### src/rtl/prg_map_pkg.sv
package prg_map_pkg;

  localparam int SLOT_OFS_W = 13;

  typedef enum logic [2:0] {
    WR_IGNORE0 = 3'd0,
    WR_IGNORE1 = 3'd1,
    WR_PRG     = 3'd2,
    WR_CHR0    = 3'd3,
    WR_CHR1    = 3'd4,
    WR_CHR2    = 3'd5,
    WR_CHR3    = 3'd6,
    WR_MIRROR  = 3'd7
  } wr_target_e;

  // Raw (unmasked) bank number of a slot.
  function automatic logic [7:0] slot_bank_raw(input logic wide,
                                                input logic [1:0] slot,
                                                input logic [7:0] bank_reg);
    logic [7:0] dbl;
    dbl = {bank_reg[6:0], 1'b0};
    unique case (slot)
      2'd0:    slot_bank_raw = wide ? dbl : bank_reg;
      2'd1:    slot_bank_raw = wide ? (dbl | 8'h01) : 8'hFD;
      2'd2:    slot_bank_raw = 8'hFE;
      default: slot_bank_raw = 8'hFF;
    endcase
  endfunction

endpackage

### src/rtl/wr_decode.sv
module wr_decode
  import prg_map_pkg::*;
#(
  parameter int N_CHR = 4
) (
  input  logic             cpu_wr,
  input  logic [2:0]       addr_hi,
  output logic             prg_load,
  output logic             mirror_load,
  output logic [N_CHR-1:0] chr_wr_en
);

  wr_target_e target;
  assign target      = wr_target_e'(addr_hi);
  assign prg_load    = cpu_wr && (target == WR_PRG);
  assign mirror_load = cpu_wr && (target == WR_MIRROR);

  for (genvar i = 0; i < N_CHR; i++) begin : g_chr
    assign chr_wr_en[i] = cpu_wr && (addr_hi == 3'(int'(WR_CHR0) + i));
  end

endmodule

### src/rtl/bank_regs.sv
module bank_regs #(
  parameter int DATA_W = 8
) (
  input  logic              clk,
  input  logic              rst_n,
  input  logic              prg_load,
  input  logic              mirror_load,
  input  logic [DATA_W-1:0] din,
  output logic [7:0]        prg_reg,
  output logic              mirror_horiz
);

  always_ff @(posedge clk) begin
    if (!rst_n) begin
      prg_reg      <= '0;
      mirror_horiz <= 1'b0;
    end else begin
      if (prg_load)    prg_reg      <= din[7:0];
      if (mirror_load) mirror_horiz <= din[0];
    end
  end

  assert_prg_load_R5: assert property (@(posedge clk) disable iff (!rst_n)
    prg_load |=> prg_reg == $past(din[7:0]));
  assert_prg_hold_R8: assert property (@(posedge clk) disable iff (!rst_n)
    !prg_load |=> $stable(prg_reg));
  assert_mirror_load_R7: assert property (@(posedge clk) disable iff (!rst_n)
    mirror_load |=> mirror_horiz == $past(din[0]));
  assert_mirror_hold_R8: assert property (@(posedge clk) disable iff (!rst_n)
    !mirror_load |=> $stable(mirror_horiz));

endmodule

### src/rtl/slot_xlate.sv
module slot_xlate
  import prg_map_pkg::*;
#(
  parameter int PRG_BANKS = 16,
  localparam int BANK_W   = (PRG_BANKS > 1) ? $clog2(PRG_BANKS) : 1,
  localparam int OUT_W    = SLOT_OFS_W + BANK_W
) (
  input  logic             wide_mode,
  input  logic [14:0]      cpu_addr,
  input  logic [7:0]       prg_reg,
  output logic [OUT_W-1:0] prg_addr
);

  localparam logic [7:0] BANK_MASK = 8'(PRG_BANKS - 1);

  logic [1:0]        slot;
  logic [7:0]        bank_masked;

  assign slot        = cpu_addr[14:13];
  assign bank_masked = slot_bank_raw(wide_mode, slot, prg_reg) & BANK_MASK;
  assign prg_addr    = {bank_masked[BANK_W-1:0], cpu_addr[SLOT_OFS_W-1:0]};

endmodule

### src/rtl/prg_bank_mapper.sv
module prg_bank_mapper
  import prg_map_pkg::*;
#(
  parameter int PRG_BANKS = 16,
  parameter int DATA_W    = 8,
  localparam int BANK_W   = (PRG_BANKS > 1) ? $clog2(PRG_BANKS) : 1,
  localparam int OUT_W    = SLOT_OFS_W + BANK_W
) (
  input  logic              clk,
  input  logic              rst_n,
  input  logic              wide_mode,
  input  logic [14:0]       cpu_addr,
  input  logic              cpu_wr,
  input  logic [DATA_W-1:0] cpu_data,
  output logic [OUT_W-1:0]  prg_addr,
  output logic [3:0]        chr_wr_en,
  output logic [DATA_W-1:0] chr_wr_data,
  output logic              mirror_horiz
);

  logic       prg_load;
  logic       mirror_load;
  logic [7:0] prg_reg;

  wr_decode #(.N_CHR(4)) u_dec (
    .cpu_wr      (cpu_wr),
    .addr_hi     (cpu_addr[14:12]),
    .prg_load    (prg_load),
    .mirror_load (mirror_load),
    .chr_wr_en   (chr_wr_en)
  );

  bank_regs #(.DATA_W(DATA_W)) u_regs (
    .clk          (clk),
    .rst_n        (rst_n),
    .prg_load     (prg_load),
    .mirror_load  (mirror_load),
    .din          (cpu_data),
    .prg_reg      (prg_reg),
    .mirror_horiz (mirror_horiz)
  );

  slot_xlate #(.PRG_BANKS(PRG_BANKS)) u_xlate (
    .wide_mode (wide_mode),
    .cpu_addr  (cpu_addr),
    .prg_reg   (prg_reg),
    .prg_addr  (prg_addr)
  );

  assign chr_wr_data = cpu_data;

  assert_chr_onehot_R6: assert property (@(posedge clk) disable iff (!rst_n)
    $onehot0(chr_wr_en) && !(|chr_wr_en && (prg_load || mirror_load)));
  assert_chr_needs_wr_R8: assert property (@(posedge clk) disable iff (!rst_n)
    !cpu_wr |-> (chr_wr_en == 4'b0) && !prg_load && !mirror_load);
  assert_top_slot_R4: assert property (@(posedge clk) disable iff (!rst_n)
    (cpu_addr[14:13] == 2'b11) |-> (prg_addr[OUT_W-1:SLOT_OFS_W] == BANK_W'(PRG_BANKS - 1)));
  assert_offset_kept_R1: assert property (@(posedge clk) disable iff (!rst_n)
    prg_addr[SLOT_OFS_W-1:0] == cpu_addr[SLOT_OFS_W-1:0]);

endmodule

### config.mk
export PLATFORM = sky130hd
export DESIGN_NAME = prg_bank_mapper
export DESIGN_NICKNAME = d
export VERILOG_FILES = /design/src/rtl/prg_map_pkg.sv /design/src/rtl/wr_decode.sv /design/src/rtl/bank_regs.sv /design/src/rtl/slot_xlate.sv /design/src/rtl/prg_bank_mapper.sv
export SDC_FILE = /design/constraint.sdc
export NUM_CORES = 1
export LEC_CHECK = 0
export BUFFER_PORTS_ARGS = -buffer_cell sky130_fd_sc_hd__buf_2
export CORE_MARGIN = 2
export CORE_UTILIZATION = 32
export DETAILED_ROUTE_END_ITERATION = 16
export PLACE_DENSITY = 0.77
export SLEW_MARGIN = 0
export SYNTH_ARGS = -nofsm -noshare
export SYNTH_HDL_FRONTEND = slang
export SYNTH_SLANG_ARGS = --single-unit
### constraint.sdc
create_clock -name clk -period 0.9 [get_ports clk]
set_input_delay 0.09 -clock clk [delete_from_list [all_inputs] [get_ports clk]]
set_output_delay 0.09 -clock clk [all_outputs]
set_load 0.05 [all_outputs]
==> impl_summary.md <==
Clock network
The root buffer selected by CTS is clkbuf_4. Clock tree synthesis inserted a total of 3 buffers. The number of buffers added to fix hold violations after cts is 0.

Clock-pin slew was measured on the worst setup and hold paths at 0.04 ns. The number of clock sinks is 5. The CTS H-tree depth is 1. The clock insertion delay at the later pin of the skew report is 0.24 ns.

After clock tree synthesis, the setup repair step added 0 buffers. The clock tree from TritonCTS is yes. No sink is reached through more buffers than the 2 on the longest clock path.

Power
The internal portion of the total power is 0.497 mW. The worst-case vdd ir drop is 0.657 mV. Power spread over the standard cell area amounts to 1220 nW/um2. The share of total power dissipated in combinational logic is 0.369. The relative contribution of sequential cells to total power is 0.298. The switching power summed over all nets is 0.275 mW. The switching power as a share of total power is 0.356.

The leakage power figure is 0.293 nW. The clock group share of total power is 0.333.

Route
The routed layout has 391 vias. Once detail routing completed, the nets flagged for antenna violations numbered 0. The post-detailed-route via-to-cell ratio is 4.65. The post-detailed-route DRC marker count is 0.

The first detailed-routing pass ran for 5 iterations. The total detailed-routing wirelength is 996 um. In this run, the number of DRC markers left after iteration 0 of detailed routing was 3. In the final routed layout, each cell accounts on average for 11.9 um.

Layout
The register with the most flip-flops in the layout has 4 of them. The final net count is 96. The summed area of non-filler cells in the final layout is 631 um2. The ratio of cells with drive above 1 in the final layout is 0.662. 0 antenna diodes ended up in the layout.

From synthesis to final layout, the design area changed by 25.1%. The fill cell total of the finished layout is 143.

Setup path
The critical path class is register to primary output. The signal on the critical path passes through nand2b_1 > o21ai_4 > buf_6. The worst flop-to-flop path endpoint is u_regs.prg_reg[2]. The required time reported for the critical path endpoint is 0.81 ns. The maximum cell stage delay along the critical path is 0.35 ns. The slowest stage of the critical path belongs to the cell dfxtp_2. Across all register-to-register paths, the minimum setup slack is 0.30 ns. Measured in cells, the most critical reg-to-reg path has a length of 2. STA classifies the critical path startpoint as a register. The worst register-to-register path begins at u_regs.prg_reg[2].

The worst setup path is captured at a primary output. STA puts the critical path data arrival time at 0.97 ns. The largest driver fanout on the critical path is 3.

STA
Setup violations remaining at the end of the flow were counted as 4. The final hold violation count is 0. The clock arrives with 0 ns of skew. For the finished layout, the period the worst path requires is 1.06 ns. For the pin with the worst max-slew slack, the measured transition is 0.246 ns.

The worst pin sits at a relative slew slack of 0.836. The final number of max-transition violations is 0. The worst setup margin is -0.165 ns. The final clock period utilization by the worst path is 1.18.

The maximum clock rate is 939 MHz. After routing, the total negative slack on setup checks comes to -0.512 ns. Setup repair after global routing could not meet its margin everywhere.

Logic synthesis
The synthesized area divided by synthesized cell count is 8.13 um2. When the netlist entered floorplanning its net count stood at 89. The area share of the largest cell type after synthesis is 0.313.

Yosys instantiated no cell more often than buf_4. In this run, synthesis produced a sequential element count of 5. The commonest cells after synthesis are 21 x buf_4, 10 x nand2_1, 5 x dfxtp_1, 5 x mux2i_1, 3 x buf_6. The share of async-settable or async-resettable flops after synthesis is 0. After synthesis, the netlist uses 18 different library cells. The most used flip-flop cell after synthesis is dfxtp_1.

The cell type contributing the most total cell area after synthesis is buf_4. The warning count from the yosys run is 0. Of the synthesized area, sequential elements account for 0.199. After synthesis, the cell types taking the most area are buf_4 31%, dfxtp_1 20%, mux2i_1 9.9%, nand2_1 7.4%, buf_6 6.7%.

In this run, synthesis inferred 0 flip-flops with an integrated enable. The summed instance area of the synthesized netlist is 504 um2. The number of standard cells after synthesis is 62.

Floorplanning
The die is 43.7 um tall. The area of the core is 1490 um2. For this design the top-level I/O count stands at 57.

From left edge to right edge, the die measures 43.7 um. For this configuration, the core starts out at a cell density of 0.339. Row generation in the floorplan step produced 14 rows. The floorplan step defined a die boundary enclosing 1910 um2.

Hold path
The class of the tightest hold or removal check is primary input to register. The worst hold path begins at cpu_data[1]. The terminating pin of the worst hold path is u_regs.prg_reg[1]. Along the worst hold path, the cell count comes to 3.

Global route
The maximum number of pins on one net before global-route repair is 10. The via count of the first global-routing pass is 374. The global-route usage over all layers is 0.112. The number of antenna violations at the first check in global routing is 0. The wire length of the first global-routing pass is 1590 um. For this run the aggregate overflow at the end of global routing stands at 0.

Outcome
The checks that failed: setup timing. The run finished, with violations left.

Place
The estimated wirelength of the detail-placed design is 763 um. During placement, the flow inserted port buffers numbering 24. Routability-driven placement finished with a final weighted congestion of 0.688. The standard cell area after detailed placement is 543 um2.

Job
The number of max-cap violations is 0.
cells in the final DEF (no fill, tap or decap), types with 2 or more instances in the layout:
cell      Yosys  final
nor3b_4       0      2
buf_6         3      5
nand2_1      10      9
clkbuf_4      0      3
buf_2         0     17
and4bb_1      2      2
mux2i_1       5      5
buf_4        21      5
dfxtp_2       0      3
o21bai_4      0      2
final cells by class:
type                    count  area [um2]  area share
well taps                  16        20.0      0.0317
multi-input cells          32         298       0.472
flip-flops and latches      5         108       0.171
clock buffers               4        26.3      0.0417
repair buffers             27         179       0.284
worst max-delay path by stage:
stage | to | depth (start not counted) | from
2_1_floorplan | u_regs.mirror_horiz | 2 | u_regs.mirror_horiz
4_1_cts | prg_addr[14] | 3 | u_regs.prg_reg[1]
3_3_place_gp | prg_addr[15] | 4 | u_regs.prg_reg[2]
5_1_grt | prg_addr[14] | 3 | u_regs.prg_reg[1]
3_5_place_dp | prg_addr[15] | 4 | u_regs.prg_reg[2]
6_report | prg_addr[14] | 3 | u_regs.prg_reg[1]
per-layer routing:
| metal | track usage | share of wire | vias to the layer above |
|---|---|---|---|
| met4 | 0.0788 | 0.0080 | 0 |
| met5 | 0 | 0 | - |
| li1 | - | - | 199 |
| met3 | 0.0458 | 0.11 | 4 |
| met2 | 0.179 | 0.51 | 19 |
| met1 | 0.117 | 0.37 | 169 |
critical path: cells and delay by family, from the launching register on:
kind / cells / cell delay, ns
AO/OA/AOI/OAI: 1 / 0.13
buffers and inverters: 1 / 0.17
flip-flops: 1 / 0.35
AND/OR/NAND/NOR: 1 / 0.09
through the flow:
stage,hold slack [ns],worst slack (ns),utilization,std cells,total power [mW]
finish,0.0985,-0.165,0.424,84,0.772
detailed placement,0.180,-0.0769,0.365,82,0.496
global route,0.113,-0.198,0.424,84,0.814
CTS,0.0966,-0.169,0.410,84,0.778
global placement,0.180,-0.0634,0.365,82,0.492
floorplan,0.232,0.0154,-,62,0.635
repair_timing:
| action | in CTS | in global routing |
|---|---|---|
| pin swaps | 2 | 0 |
| setup endpoints to repair | 7 | 6 |
| gates resized for setup | 20 | 5 |
cell families after synthesis:
family | after synthesis | share of synthesized area
and+or+nand+nor | 22 | 0.251
muxes | 5 | 0.0993
AOI/OAI and AO/OA | 5 | 0.0645
buffers and inverters | 25 | 0.387
DFF | 5 | 0.199
power by group through the flow:
stage          Combinational, mW  Clock (mW)  Sequential, mW
6_report                   0.285       0.257           0.230
5_1_grt                    0.300       0.283           0.231
4_1_cts                    0.279       0.267           0.232
3_5_place_dp               0.261           0           0.234
3_3_place_gp               0.258           0           0.234
2_1_floorplan              0.398           0           0.237
Note: power is estimated with default switching activity, not from simulation.
